[src/rtl/rle_pkg.sv]
package rle_pkg;
  localparam int unsigned SYM_W   = 8;
  localparam int unsigned COUNT_W = 8;
  localparam int unsigned RUN_MAX = (1 << COUNT_W) - 1;

  typedef struct packed {
    logic [SYM_W-1:0]   sym;
    logic [COUNT_W-1:0] cnt;
  } pair_t;
endpackage

[src/rtl/rle_word_reader.sv]
module rle_word_reader #(
  parameter int unsigned ADDR_W = 16,
  parameter int unsigned LEN_W  = 32,
  parameter int unsigned DATA_W = 32
) (
  input  logic              clk,
  input  logic              rst_n,
  input  logic              go,
  input  logic [ADDR_W-1:0] base_addr,
  input  logic [LEN_W-1:0]  byte_count,
  output logic              rd_req,
  input  logic              rd_gnt,
  output logic [ADDR_W-1:0] rd_addr,
  input  logic [DATA_W-1:0] rd_data,
  output logic              b_valid,
  input  logic              b_ready,
  output logic [7:0]        b_data,
  output logic              b_last
);
  localparam int unsigned LANES = DATA_W / 8;
  localparam int unsigned IDX_W = (LANES > 1) ? $clog2(LANES) : 1;

  typedef enum logic [1:0] {RD_IDLE, RD_ASK, RD_LATCH, RD_SERVE} rd_state_e;

  rd_state_e         state;
  logic [ADDR_W-1:0] addr_q;
  logic [LEN_W-1:0]  left_q;
  logic [DATA_W-1:0] word_q;
  logic [IDX_W-1:0]  lane_q;

  assign rd_req  = (state == RD_ASK);
  assign rd_addr = addr_q;
  assign b_valid = (state == RD_SERVE);
  assign b_data  = word_q[8*int'(lane_q) +: 8];
  assign b_last  = (left_q == LEN_W'(1));

  always_ff @(posedge clk or negedge rst_n) begin
    if (!rst_n) begin
      state  <= RD_IDLE;
      addr_q <= '0;
      left_q <= '0;
      word_q <= '0;
      lane_q <= '0;
    end else begin
      case (state)
        RD_IDLE: begin
          if (go && byte_count != '0) begin
            addr_q <= base_addr & ~ADDR_W'(LANES - 1);
            left_q <= byte_count;
            state  <= RD_ASK;
          end
        end
        RD_ASK: begin
          if (rd_gnt) state <= RD_LATCH;
        end
        RD_LATCH: begin
          word_q <= rd_data;
          lane_q <= '0;
          addr_q <= addr_q + ADDR_W'(LANES);
          state  <= RD_SERVE;
        end
        default: begin
          if (b_ready) begin
            left_q <= left_q - LEN_W'(1);
            lane_q <= lane_q + IDX_W'(1);
            if (left_q == LEN_W'(1))                state <= RD_IDLE;
            else if (lane_q == IDX_W'(LANES - 1))   state <= RD_ASK;
          end
        end
      endcase
    end
  end

  AST_BYTE_HOLD: assert property (@(posedge clk) disable iff (!rst_n)
    (b_valid && !b_ready) |=> (b_valid && $stable(b_data) && $stable(b_last)));

  AST_LATCH_FOLLOWS_GRANT: assert property (@(posedge clk) disable iff (!rst_n)
    (rd_req && rd_gnt) |=> (state == RD_LATCH));
endmodule

[src/rtl/rle_run_finder.sv]
module rle_run_finder
  import rle_pkg::*;
(
  input  logic       clk,
  input  logic       rst_n,
  input  logic       go,
  input  logic       b_valid,
  output logic       b_ready,
  input  logic [7:0] b_data,
  input  logic       b_last,
  output logic       p_valid,
  input  logic       p_ready,
  output pair_t      p_data,
  output logic       p_last
);
  logic               have_q;
  logic [SYM_W-1:0]   sym_q;
  logic [COUNT_W-1:0] cnt_q;
  logic               tail_q;
  logic               pv_q;
  pair_t              pd_q;
  logic               pl_q;
  logic               extend;

  assign b_ready = !pv_q && !tail_q;
  assign p_valid = pv_q;
  assign p_data  = pd_q;
  assign p_last  = pl_q;
  assign extend  = have_q && (b_data == sym_q) && (cnt_q != COUNT_W'(RUN_MAX));

  always_ff @(posedge clk or negedge rst_n) begin
    if (!rst_n) begin
      have_q <= 1'b0;
      sym_q  <= '0;
      cnt_q  <= '0;
      tail_q <= 1'b0;
      pv_q   <= 1'b0;
      pd_q   <= '0;
      pl_q   <= 1'b0;
    end else if (go) begin
      have_q <= 1'b0;
      tail_q <= 1'b0;
      pv_q   <= 1'b0;
    end else begin
      if (pv_q && p_ready) pv_q <= 1'b0;
      if (tail_q && !pv_q) begin
        pv_q   <= 1'b1;
        pd_q   <= '{sym: sym_q, cnt: cnt_q};
        pl_q   <= 1'b1;
        tail_q <= 1'b0;
        have_q <= 1'b0;
      end else if (b_valid && b_ready) begin
        if (extend) begin
          if (b_last) begin
            pv_q   <= 1'b1;
            pd_q   <= '{sym: sym_q, cnt: cnt_q + COUNT_W'(1)};
            pl_q   <= 1'b1;
            have_q <= 1'b0;
          end else begin
            cnt_q <= cnt_q + COUNT_W'(1);
          end
        end else if (have_q) begin
          pv_q   <= 1'b1;
          pd_q   <= '{sym: sym_q, cnt: cnt_q};
          pl_q   <= 1'b0;
          sym_q  <= b_data;
          cnt_q  <= COUNT_W'(1);
          tail_q <= b_last;
        end else if (b_last) begin
          pv_q <= 1'b1;
          pd_q <= '{sym: b_data, cnt: COUNT_W'(1)};
          pl_q <= 1'b1;
        end else begin
          sym_q  <= b_data;
          cnt_q  <= COUNT_W'(1);
          have_q <= 1'b1;
        end
      end
    end
  end

  AST_COUNT_NONZERO: assert property (@(posedge clk) disable iff (!rst_n)
    p_valid |-> (p_data.cnt != '0));

  AST_PAIR_HOLD: assert property (@(posedge clk) disable iff (!rst_n || go)
    (p_valid && !p_ready) |=> (p_valid && $stable(p_data) && $stable(p_last)));
endmodule

[src/rtl/rle_word_packer.sv]
module rle_word_packer
  import rle_pkg::*;
#(
  parameter int unsigned ADDR_W = 16,
  parameter int unsigned LEN_W  = 32,
  parameter int unsigned DATA_W = 32
) (
  input  logic              clk,
  input  logic              rst_n,
  input  logic              go,
  input  logic [ADDR_W-1:0] base_addr,
  input  logic              p_valid,
  output logic              p_ready,
  input  pair_t             p_data,
  input  logic              p_last,
  output logic              wr_req,
  output logic [ADDR_W-1:0] wr_addr,
  output logic [DATA_W-1:0] wr_data,
  output logic              fin,
  output logic [LEN_W-1:0]  out_bytes
);
  localparam int unsigned LANES  = DATA_W / 8;
  localparam int unsigned PAIR_W = SYM_W + COUNT_W;
  localparam int unsigned SLOTS  = DATA_W / PAIR_W;
  localparam int unsigned SLOT_W = (SLOTS > 1) ? $clog2(SLOTS) : 1;

  logic [SLOT_W-1:0] slot_q;
  logic [DATA_W-1:0] acc_q;
  logic [DATA_W-1:0] acc_next;
  logic              pend_q;
  logic              final_q;
  logic              fin_q;
  logic [ADDR_W-1:0] addr_q;
  logic [LEN_W-1:0]  nbytes_q;
  logic              slot_full;

  assign p_ready   = !pend_q;
  assign wr_req    = pend_q;
  assign wr_addr   = addr_q;
  assign wr_data   = acc_q;
  assign fin       = fin_q;
  assign out_bytes = nbytes_q;
  assign slot_full = (slot_q == SLOT_W'(SLOTS - 1));

  always_comb begin
    acc_next = (slot_q == '0) ? '0 : acc_q;
    acc_next[PAIR_W*int'(slot_q) +: PAIR_W] = p_data;
  end

  always_ff @(posedge clk or negedge rst_n) begin
    if (!rst_n) begin
      slot_q   <= '0;
      acc_q    <= '0;
      pend_q   <= 1'b0;
      final_q  <= 1'b0;
      fin_q    <= 1'b0;
      addr_q   <= '0;
      nbytes_q <= '0;
    end else begin
      fin_q <= 1'b0;
      if (go) begin
        slot_q   <= '0;
        pend_q   <= 1'b0;
        final_q  <= 1'b0;
        addr_q   <= base_addr & ~ADDR_W'(LANES - 1);
        nbytes_q <= '0;
      end else begin
        if (pend_q) begin
          pend_q <= 1'b0;
          addr_q <= addr_q + ADDR_W'(LANES);
          fin_q  <= final_q;
        end
        if (p_valid && p_ready) begin
          acc_q    <= acc_next;
          nbytes_q <= nbytes_q + LEN_W'(PAIR_W / 8);
          if (slot_full || p_last) begin
            slot_q  <= '0;
            pend_q  <= 1'b1;
            final_q <= p_last;
          end else begin
            slot_q <= slot_q + SLOT_W'(1);
          end
        end
      end
    end
  end

  AST_WRITE_ONE_CYCLE: assert property (@(posedge clk) disable iff (!rst_n)
    wr_req |=> !wr_req);

  AST_FIN_AFTER_WRITE: assert property (@(posedge clk) disable iff (!rst_n)
    fin |-> $past(wr_req));
endmodule

[src/rtl/rle_engine.sv]
module rle_engine
  import rle_pkg::*;
#(
  parameter int unsigned ADDR_W = 16,
  parameter int unsigned LEN_W  = 32,
  parameter int unsigned DATA_W = 32
) (
  input  logic              clk,
  input  logic              rst_n,
  input  logic              start,
  input  logic [ADDR_W-1:0] src_addr,
  input  logic [ADDR_W-1:0] dst_addr,
  input  logic [LEN_W-1:0]  msg_len,
  output logic [LEN_W-1:0]  enc_len,
  output logic              done,
  output logic [ADDR_W-1:0] mem_addr,
  output logic              mem_we,
  output logic [DATA_W-1:0] mem_wdata,
  input  logic [DATA_W-1:0] mem_rdata
);
  localparam int unsigned OFF_W = $clog2(DATA_W / 8);

  logic              busy_q;
  logic              empty_done_q;
  logic              go;
  logic              rd_req, rd_gnt;
  logic [ADDR_W-1:0] rd_addr;
  logic              b_valid, b_ready, b_last;
  logic [7:0]        b_data;
  logic              p_valid, p_ready, p_last;
  pair_t             p_data;
  logic              wr_req;
  logic [ADDR_W-1:0] wr_addr;
  logic              fin;

  assign go       = start && !busy_q;
  assign rd_gnt   = rd_req && !wr_req;
  assign mem_we   = wr_req;
  assign mem_addr = wr_req ? wr_addr : rd_addr;
  assign done     = fin || empty_done_q;

  always_ff @(posedge clk or negedge rst_n) begin
    if (!rst_n) begin
      busy_q       <= 1'b0;
      empty_done_q <= 1'b0;
    end else begin
      empty_done_q <= go && (msg_len == '0);
      if (go && msg_len != '0) busy_q <= 1'b1;
      else if (fin)            busy_q <= 1'b0;
    end
  end

  rle_word_reader #(.ADDR_W(ADDR_W), .LEN_W(LEN_W), .DATA_W(DATA_W)) u_reader (
    .clk, .rst_n, .go,
    .base_addr (src_addr),
    .byte_count(msg_len),
    .rd_req, .rd_gnt, .rd_addr,
    .rd_data   (mem_rdata),
    .b_valid, .b_ready, .b_data, .b_last
  );

  rle_run_finder u_runs (
    .clk, .rst_n, .go,
    .b_valid, .b_ready, .b_data, .b_last,
    .p_valid, .p_ready, .p_data, .p_last
  );

  rle_word_packer #(.ADDR_W(ADDR_W), .LEN_W(LEN_W), .DATA_W(DATA_W)) u_packer (
    .clk, .rst_n, .go,
    .base_addr(dst_addr),
    .p_valid, .p_ready, .p_data, .p_last,
    .wr_req, .wr_addr,
    .wr_data  (mem_wdata),
    .fin,
    .out_bytes(enc_len)
  );

  AST_DONE_PULSE: assert property (@(posedge clk) disable iff (!rst_n)
    done |=> !done);

  AST_NO_WRITE_IDLE: assert property (@(posedge clk) disable iff (!rst_n)
    !busy_q |-> !mem_we);

  AST_ALIGNED: assert property (@(posedge clk) disable iff (!rst_n)
    (mem_we || rd_gnt) |-> (mem_addr[OFF_W-1:0] == '0));

  AST_LEN_HELD: assert property (@(posedge clk) disable iff (!rst_n)
    (!busy_q && !start) |=> $stable(enc_len));
endmodule

[config.mk]
export PLATFORM = sky130hd
export DESIGN_NAME = rle_engine
export DESIGN_NICKNAME = d
export VERILOG_FILES = /design/src/rtl/rle_pkg.sv /design/src/rtl/rle_word_reader.sv /design/src/rtl/rle_run_finder.sv /design/src/rtl/rle_word_packer.sv /design/src/rtl/rle_engine.sv
export SDC_FILE = /design/constraint.sdc
export NUM_CORES = 1
export LEC_CHECK = 0
export BUFFER_PORTS_ARGS = -buffer_cell sky130_fd_sc_hd__buf_4
export CAP_MARGIN = 30
export CORE_MARGIN = 2
export CORE_UTILIZATION = 30
export DETAILED_ROUTE_END_ITERATION = 6
export MAX_ROUTING_LAYER = met4
export PLACE_DENSITY = 0.52
export SLEW_MARGIN = 0
export SYNTH_ARGS = -nofsm -noshare
export SYNTH_HDL_FRONTEND = slang
export SYNTH_SLANG_ARGS = --single-unit
[constraint.sdc]
create_clock -name clk -period 5.44 [get_ports clk]
set_input_delay 1.632 -clock clk [delete_from_list [all_inputs] [get_ports clk]]
set_output_delay 1.632 -clock clk [all_outputs]
set_load 0.005 [all_outputs]
Word-level counts from Yosys, hierarchy flattened
Cells that the tools add are included.
{"block": "totals", "reg_bits": 206, "in_bits": 99, "word_cells": 167}
{"block": "op_classes", "n_addsub": 8, "n_eq_ne": 14, "shifts": 3, "muxes": 69, "n_bitwise": 5, "reduce_logical": 46}
{"cell": "16-bit 2-to-1 mux", "count": 10}
{"cell": "32-bit 2-to-1 mux", "count": 5}
{"cell": "32-bit one-hot mux with 2 select lines", "count": 1}
{"cell": "8-bit 2-to-1 mux", "count": 6}
{"cell": "1-bit 2-to-1 mux", "count": 37}
{"cell": "5-bit negator with 34-bit output", "count": 1}
{"cell": "16-bit by 34-bit variable shift with 32-bit output (first input constant)", "count": 1}
{"cell": "16-bit by 34-bit indexed part select with 32-bit output", "count": 1}
{"cell": "16-bit by 3-bit adder with 16-bit output (second input constant)", "count": 2}
{"cell": "32-bit by 2-bit adder with 32-bit output (second input constant)", "count": 1}
{"cell": "32-bit bitwise mux", "count": 1}
{"cell": "32-bit by 1-bit equality test with 1-bit output (second input constant)", "count": 1}
{"cell": "32-bit logical NOT", "count": 1}
{"cell": "16-bit one-hot mux with 2 select lines", "count": 1}
{"cell": "32-bit nonzero test", "count": 1}
{"cell": "32-bit by 6-bit indexed part select with 8-bit output", "count": 1}
{"cell": "32-bit by 1-bit subtractor with 32-bit output (second input constant)", "count": 1}
{"cell": "2-bit nonzero test", "count": 8}
{"cell": "2-bit 2-to-1 mux", "count": 6}
{"cell": "2-bit AND reduction", "count": 6}
{"cell": "1-bit logical AND", "count": 10}
{"cell": "5-bit AND reduction", "count": 2}
{"cell": "3-bit nonzero test", "count": 3}
{"cell": "8-bit by 1-bit adder with 8-bit output (second input constant)", "count": 1}
{"cell": "22 further kinds", "count": 37}

Logic depth before layout (Yosys ltp)
Gate-level depths: netlist of run 1.
{"block": "logic_depth", "ltp_word": 9, "depth_mapped": 10, "ltp_nobuf": 8}

By module
Synthesis of run 1 repeated with hierarchy kept, for this count alone.
{"block": "hier_totals", "cells_unflattened": 1182, "area_unflattened_um2": 11667.4}
{"module": "rle_word_reader", "n_inst": 1, "cells_per_inst": 563, "area_each_um2": 5342.6, "seq_area_each_um2": 2052.0}
{"module": "rle_word_packer", "n_inst": 1, "cells_per_inst": 382, "area_each_um2": 3836.2, "seq_area_each_um2": 2026.9}
{"module": "rle_run_finder", "n_inst": 1, "cells_per_inst": 200, "area_each_um2": 2129.5, "seq_area_each_um2": 900.9}
{"module": "rle_engine", "n_inst": 1, "cells_per_inst": 37, "area_each_um2": 359.1, "seq_area_each_um2": 50.0}

Worst setup path before layout of run 1
No wires, ideal clock.
{"block": "synth_path", "kind": "input port to flip-flop", "start": "input msg_len[19]", "end": "register u_reader.left_q[29]", "t_arrival_ns": 3.160, "required_time_ns": 5.303, "path_slack_ns": 2.143, "stages": 7, "n_path_buf": 2, "cell_sequence": "nor4_1 nand4_1 o211ai_1 a21o_1 clkbuf_1 clkbuf_1 o21ai_0"}
{"block": "synth_between", "elab_chain_len": 4}
{"element": "start, declared", "line_no": "rle_engine.sv:13", "text": "input logic [LEN_W-1:0] msg_len,"}
{"element": "32-bit nonzero test", "line_no": "rle_word_reader.sv:47", "text": "if (go && byte_count != '0) begin"}
{"element": "1-bit logical AND", "line_no": "rle_word_reader.sv:47"}
{"element": "2-bit inequality test (no source line)"}
{"element": "3-bit AND reduction (no source line)"}
{"element": "end signal, assigned", "line_no": "rle_word_reader.sv:49", "text": "left_q <= byte_count;"}
{"element": "end signal, assigned", "line_no": "rle_word_reader.sv:64", "text": "left_q <= left_q - LEN_W'(1);"}
{"element": "end, declared", "line_no": "rle_word_reader.sv:27", "text": "logic [LEN_W-1:0] left_q;"}
Every way passes these cells.
A chain may end at the register's enable or synchronous reset.

Worst setup path after layout of run 1
{"block": "layout_path", "start": "register u_packer.pend_q (netlist: u_packer.wr_req)", "end": "output mem_addr[3]"}
{"block": "layout_between", "elab_chain_len": 1}
{"element": "start, declared", "line_no": "rle_word_packer.sv:30", "text": "logic pend_q;"}
{"element": "start signal, assigned", "line_no": "rle_word_packer.sv:54", "text": "pend_q <= 1'b0;"}
{"element": "start signal, assigned", "line_no": "rle_word_packer.sv:63", "text": "pend_q <= 1'b0;"}
{"element": "start signal, assigned", "line_no": "rle_word_packer.sv:69", "text": "pend_q <= 1'b0;"}
{"element": "16-bit 2-to-1 mux", "line_no": "rle_engine.sv:39", "text": "assign mem_addr = wr_req ? wr_addr : rd_addr;"}
{"element": "end, declared", "line_no": "rle_engine.sv:16", "text": "output logic [ADDR_W-1:0] mem_addr,"}
Every way passes these cells.

==> results.cfg, run 1 <==
[status]
outcome = complete, no violations

[pwr]
power.density_nw_per_um2 = 561
vdd_ir_drop_max_uv = 248
power.total_w = 0.00748
leakage_nw = 5.76

[global_routing]
grt_pass1_wl_um = 43200
grt_pass1_vias = 7995
grt.total_usage = 0.149
antenna_found_initial = 0
grt_max_degree = 110
grt.overflow.total = 0

[detailed_routing]
wl_per_cell_um = 15.9
num_vias = 8331
wl_um = 26600
first_pass_iters = 5
ant_nets = 0
drcViolationCount = 0
vias_per_cell = 4.99
drt_iter0_markers = 477

[clocking]
clk_pin_slew_ps = 60
cts_buffer_depth = 3
clock_latency_ps = 520
cts_repair_resize_count = 0
cts_setup_buffers = 0
cts_buffers = 25
holdBufCountCts = 0
cts_tree = done
clock_tree.root_cell = clkbuf_16
cts_sinks = 201
h-tree-depth = 1

[timing]
relSlewSlack = 0.286
skew_ps = 9.98
rsz0062_at_grt = no
slew_viol_final = 0
worst_slew_pin_slew_ps = 1070
final.setup.tns_ps = 0
setup_viol = 0
fmax_mhz = 257
fin_crit_ps = 3890
min_period_over_period = 0.714
finalHoldViolCount = 0

[layout]
drive_above_1_share = 0.298
diodes = 0
area_growth_pct = 26.2
finalNetCount = 1309

[place]
dp_hpwl_um = 18800
place_congestion = 0.854
portBuffers = 173

[logic_synthesis]
ys_seq_elements = 201
synthTopCellsByArea = dfrtp_1 (48%), mux2_2 (9.3%), o21ai_0 (4.6%)
synth.area.mux_share = 0.130
synth.distinct_cells = 71
synth_top_family_by_area = simple AND/OR/NAND/NOR gates
synthSimpleGateAreaFrac = 0.168
yosys-top-cells-count = dfrtp_1 (201), nand2_1 (109), o21ai_0 (97)
synthFlopType = dfrtp_1
synth_edf_count = 0
synth_top_area_frac = 0.476
ys_warn_count = 0
synthesis.area_sq_um = 10600
ys_seq_area_frac = 0.476
synth_most_common_cell = dfrtp_1
synth_compound_area_frac = 0.138
synthCells = 1036
synth_xor_area_frac = 0.0458
synth_top_area_cell = dfrtp_1
async_flop_share = 1.00
synth_adder_area_share = 0.0142
syn_avg_cell_area_sq_um = 10.2

[floorplanning]
dieWidth_um = 192
fp-row-count = 68
start_util = 0.305
die_h_um = 192
die_area_sq_um = 36800
core_area_sq_um = 34600
ioPinCount = 181

[critical_path]
crit_fanout = 21
crit_path_start_kind = flop
crit_required_ps = 3810
endpoint_kind = output port
cp.arrival_ps = 2250
criticalPathCategory = reg2out

[worst_hold_path]
hold_class = reg2reg

[job]
cap_violations = 0
## metal layers
metal	up-vias	wire (um)	track usage	share of wire
met5	-	0	-	0
met4	0	486	0.0320	0.018
met3	39	1140	0.0208	0.043
met2	178	12400	0.232	0.47
met1	4046	12600	0.206	0.47
li1	4068	-	-	-
## cells by family after synthesis
| kind of cell | count (synthesis) |
|---|---|
| mux | 113 |
| other cells | 1 |
| simple gates | 359 |
| xor+xnor | 48 |
| compound gates | 234 |
| fa+ha+maj | 12 |
| buf+inv | 68 |
| flops | 201 |
## flip-flops by register name, indices dropped and copies added (netlist names), 2 cells and up
name / count
u_packer.out_bytes: 31
u_runs.sym_q: 8
u_packer.wr_addr: 14
u_reader.left_q: 32
u_reader.rd_addr: 14
u_packer.wr_data: 32
u_runs.p_data: 16
u_runs.cnt_q: 8
u_reader.lane_q: 2
u_reader.state: 2
u_reader.word_q: 32
## worst max-delay path: stages (launching register included)
cell and delay, ps:
dfrtp_1 880, buf_4 340, mux2_2 370, buf_4 140
## final cells by class
class,instances,area (sq um)
fillers,3436,21300
repair buffers,188,1450
flip-flops and latches,201,5030
clock inverters,19,335
clock buffers,26,639
inverters,13,48.8
multi-input cells,769,5270
well taps,455,569
## stage by stage
stage / utilization / std cells / setup WS [ps] / instance area [sq um] / hold WS [ps]
6_report: 0.385 / 1671 / 1550 / 13300 / 476
5_1_grt: 0.385 / 1671 / 1450 / 13300 / 498
4_1_cts: 0.384 / 1670 / 1510 / 13300 / 477
3_5_place_dp: 0.356 / 1625 / 1280 / 12300 / 469
3_3_place_gp: 0.356 / 1624 / 1270 / 12300 / 457
2_1_floorplan: - / 1038 / 2140 / 10600 / 417
## where the power goes
group          switching [W]  internal, W  leakage (nW)
registers           0.000581      0.00204          2.52
logic                0.00147      0.00144          2.76
clock network       0.000669      0.00128         0.472
## cells in the final DEF, fill, tap and decap left out, drive strengths merged, types with 20 or more instances in the layout
cell type,synthesis,routed
dfrtp,201,201
buf,18,187
nand2,109,109
o21ai,98,98
mux2,98,98
nor2,91,91
a21oi,58,58
nor4,29,29
xor2,28,28
clkbuf,37,27
nor3,25,25
nand3,25,25
and3,20,20
xnor2,20,20
## worst paths after layout
kind                                           startpoint                                to  slack, ps  cells past startpoint
setup reg to reg           u_reader.lane_q[0]$_DFFE_PN0P_     u_runs.p_data[11]$_DFFE_PN0P_       2000                      6
min in group asynchronous                           rst_n   u_reader.left_q[19]$_DFFE_PN0P_        930                      1
hold / removal                     u_packer.fin$_DFF_PN0_                busy_q$_DFFE_PN0P_        480                      1
hold reg to reg                    u_packer.fin$_DFF_PN0_                busy_q$_DFFE_PN0P_        480                      1
max in group asynchronous                           rst_n  u_packer.wr_data[19]$_DFFE_PN0P_       3380                      3
setup / recovery                u_packer.wr_req$_DFF_PN0_                       mem_addr[3]       1550                      3
Power figures use the tool's default switching activity.
==> run 2, diff against run 1 <==
PLACE_DENSITY = 0.54   (was 0.52)
clock period = 3.2 ns   (was 5.44 ns; I/O delays follow)
==> run 2 against run 1 <==
Net effect:
- clock skew increased by 4.8 ps
- non-clock buffer count rose by 17
- register-to-register slack worse by 1700 ps
- final cell count up 0.84%
- via count up 0.50%
- sequential cell count unchanged
- critical path depth grew 3
- hold slack got worse by 25 ps
- first-iteration DRC count is 9.9% lower
- sequential power grew 68%
- power grew 68%
- critical path type is now reg2reg
- largest power group unchanged
==> results.cfg, run 2 (synthesized netlist as in run 1, its figures left out) <==
[status]
outcome = complete, no violations

[floorplanning]
die_area_sq_um = 36800
ioPinCount = 181
start_util = 0.305
dieWidth_um = 192
fp-row-count = 68
core_area_sq_um = 34600
die_h_um = 192

[timing]
skew_ps = 14.8
relSlewSlack = 0.516
rsz0062_at_grt = no
worst_slew_pin_slew_ps = 726
fin_crit_ps = 2900
finalHoldViolCount = 0
slew_viol_final = 0
setup_viol = 0
fmax_mhz = 345
min_period_over_period = 0.906
final.setup.tns_ps = 0

[pwr]
power.density_nw_per_um2 = 937
vdd_ir_drop_max_uv = 550
leakage_nw = 5.80

[clocking]
holdBufCountCts = 0
cts_buffer_depth = 3
clock_tree.root_cell = clkbuf_16
clock_latency_ps = 530
cts_buffers = 25
cts_repair_resize_count = 0
cts_tree = done
h-tree-depth = 1
clk_pin_slew_ps = 60
cts_sinks = 201
cts_setup_buffers = 0

[detailed_routing]
ant_nets = 0
wl_um = 26800
first_pass_iters = 5
wl_per_cell_um = 15.9
drcViolationCount = 0
num_vias = 8373
drt_iter0_markers = 430
vias_per_cell = 4.97

[layout]
diodes = 0
nFillCells = 3446
drive_above_1_share = 0.302
seqCellArea_sq_um = 5030
multi_input_area_sq_um = 5270
finalNetCount = 1326
final_common_cell = dfrtp_1
fin_cells = 1685
area_growth_pct = 26.6
layout_common_cells = dfrtp_1 (201), buf_4 (198), nand2_1 (109)

[critical_path]
crit_fanout = 11
slowest_delay_ps = 700
slowest_stage = or4_4
crit_path_start_kind = flop
criticalPathCategory = reg2reg
path_cells = nor4_1 -> nand3_1 -> or4_4 -> o21ai_4 -> or2_1 -> mux2_2
crit_required_ps = 3610
endpoint_kind = flop
cp.arrival_ps = 3310

[global_routing]
grt.total_usage = 0.149
grt_pass1_wl_um = 42800
grt.overflow.total = 0
antenna_found_initial = 0
grt_pass1_vias = 8020
grt_max_degree = 64

[place]
dp_hpwl_um = 19000
place_congestion = 0.858
place_inst = 1643
portBuffers = 173

[job]
cap_violations = 0

[worst_hold_path]
hold_class = in2async
## run 2: area by class of cell
class | count | area share
Multi-Input combinational cell | 769 | 0.394
Sequential cell | 201 | 0.376
Timing Repair Buffer | 205 | 0.121
Clock buffer | 32 | 0.0510
Tap cell | 455 | 0.0425
Clock inverter | 10 | 0.0122
Inverter | 13 | 0.00365
## run 2: worst paths after layout
check                                           startpoint  cells after the start                                end  slack, ps
max                        u_reader.left_q[12]$_DFFE_PN0P_                      6        u_runs.sym_q[4]$_DFFE_PN0P_        300
min                                                  rst_n                      1    u_reader.left_q[28]$_DFFE_PN0P_        450
max reg2reg                u_reader.left_q[12]$_DFFE_PN0P_                      6        u_runs.sym_q[4]$_DFFE_PN0P_        300
min reg2reg                         u_packer.fin$_DFF_PN0_                      1                 busy_q$_DFFE_PN0P_        470
max in group asynchronous                            rst_n                      2  u_packer.out_bytes[2]$_DFFE_PN0P_       2030
min in group clk                    u_packer.fin$_DFF_PN0_                      1                 busy_q$_DFFE_PN0P_        470
## run 2: power by group
| part | switching [W] | leakage, nW | internal, W |
|---|---|---|---|
| Combinational | 0.00258 | 2.87 | 0.00261 |
| Sequential | 0.000944 | 2.52 | 0.00347 |
| Clock | 0.00113 | 0.412 | 0.00182 |
| Total | 0.00465 | 5.80 | 0.00790 |
## run 2: critical path: cells and delay by family, from the launching register on
family	cells	cell delay, ps
and+or+nand+nor	4	1820
muxes	1	380
DFF	1	420
AOI/OAI and AO/OA	1	160
## run 2: routing by layer
metal  wire length [um]  track usage  share of wire
met1              12500        0.202           0.46
met2              12600        0.232           0.47
met3               1110       0.0219          0.041
met4                602       0.0393          0.022
met5                  0            -              0
## run 2: per-stage QoR
| step | utilization | hold WS [ps] | instance area [sq um] | setup slack (ps) | power, W |
|---|---|---|---|---|---|
| global route | 0.386 | 469 | 13400 | 94.2 | 0.0135 |
| floorplan | - | 417 | 10600 | 575 | 0.00788 |
| CTS | 0.386 | 449 | 13400 | 276 | 0.0127 |
| finish | 0.386 | 451 | 13400 | 301 | 0.0125 |
| global placement | 0.362 | 452 | 12500 | 274 | 0.00958 |
| detailed placement | 0.362 | 441 | 12500 | 238 | 0.00969 |
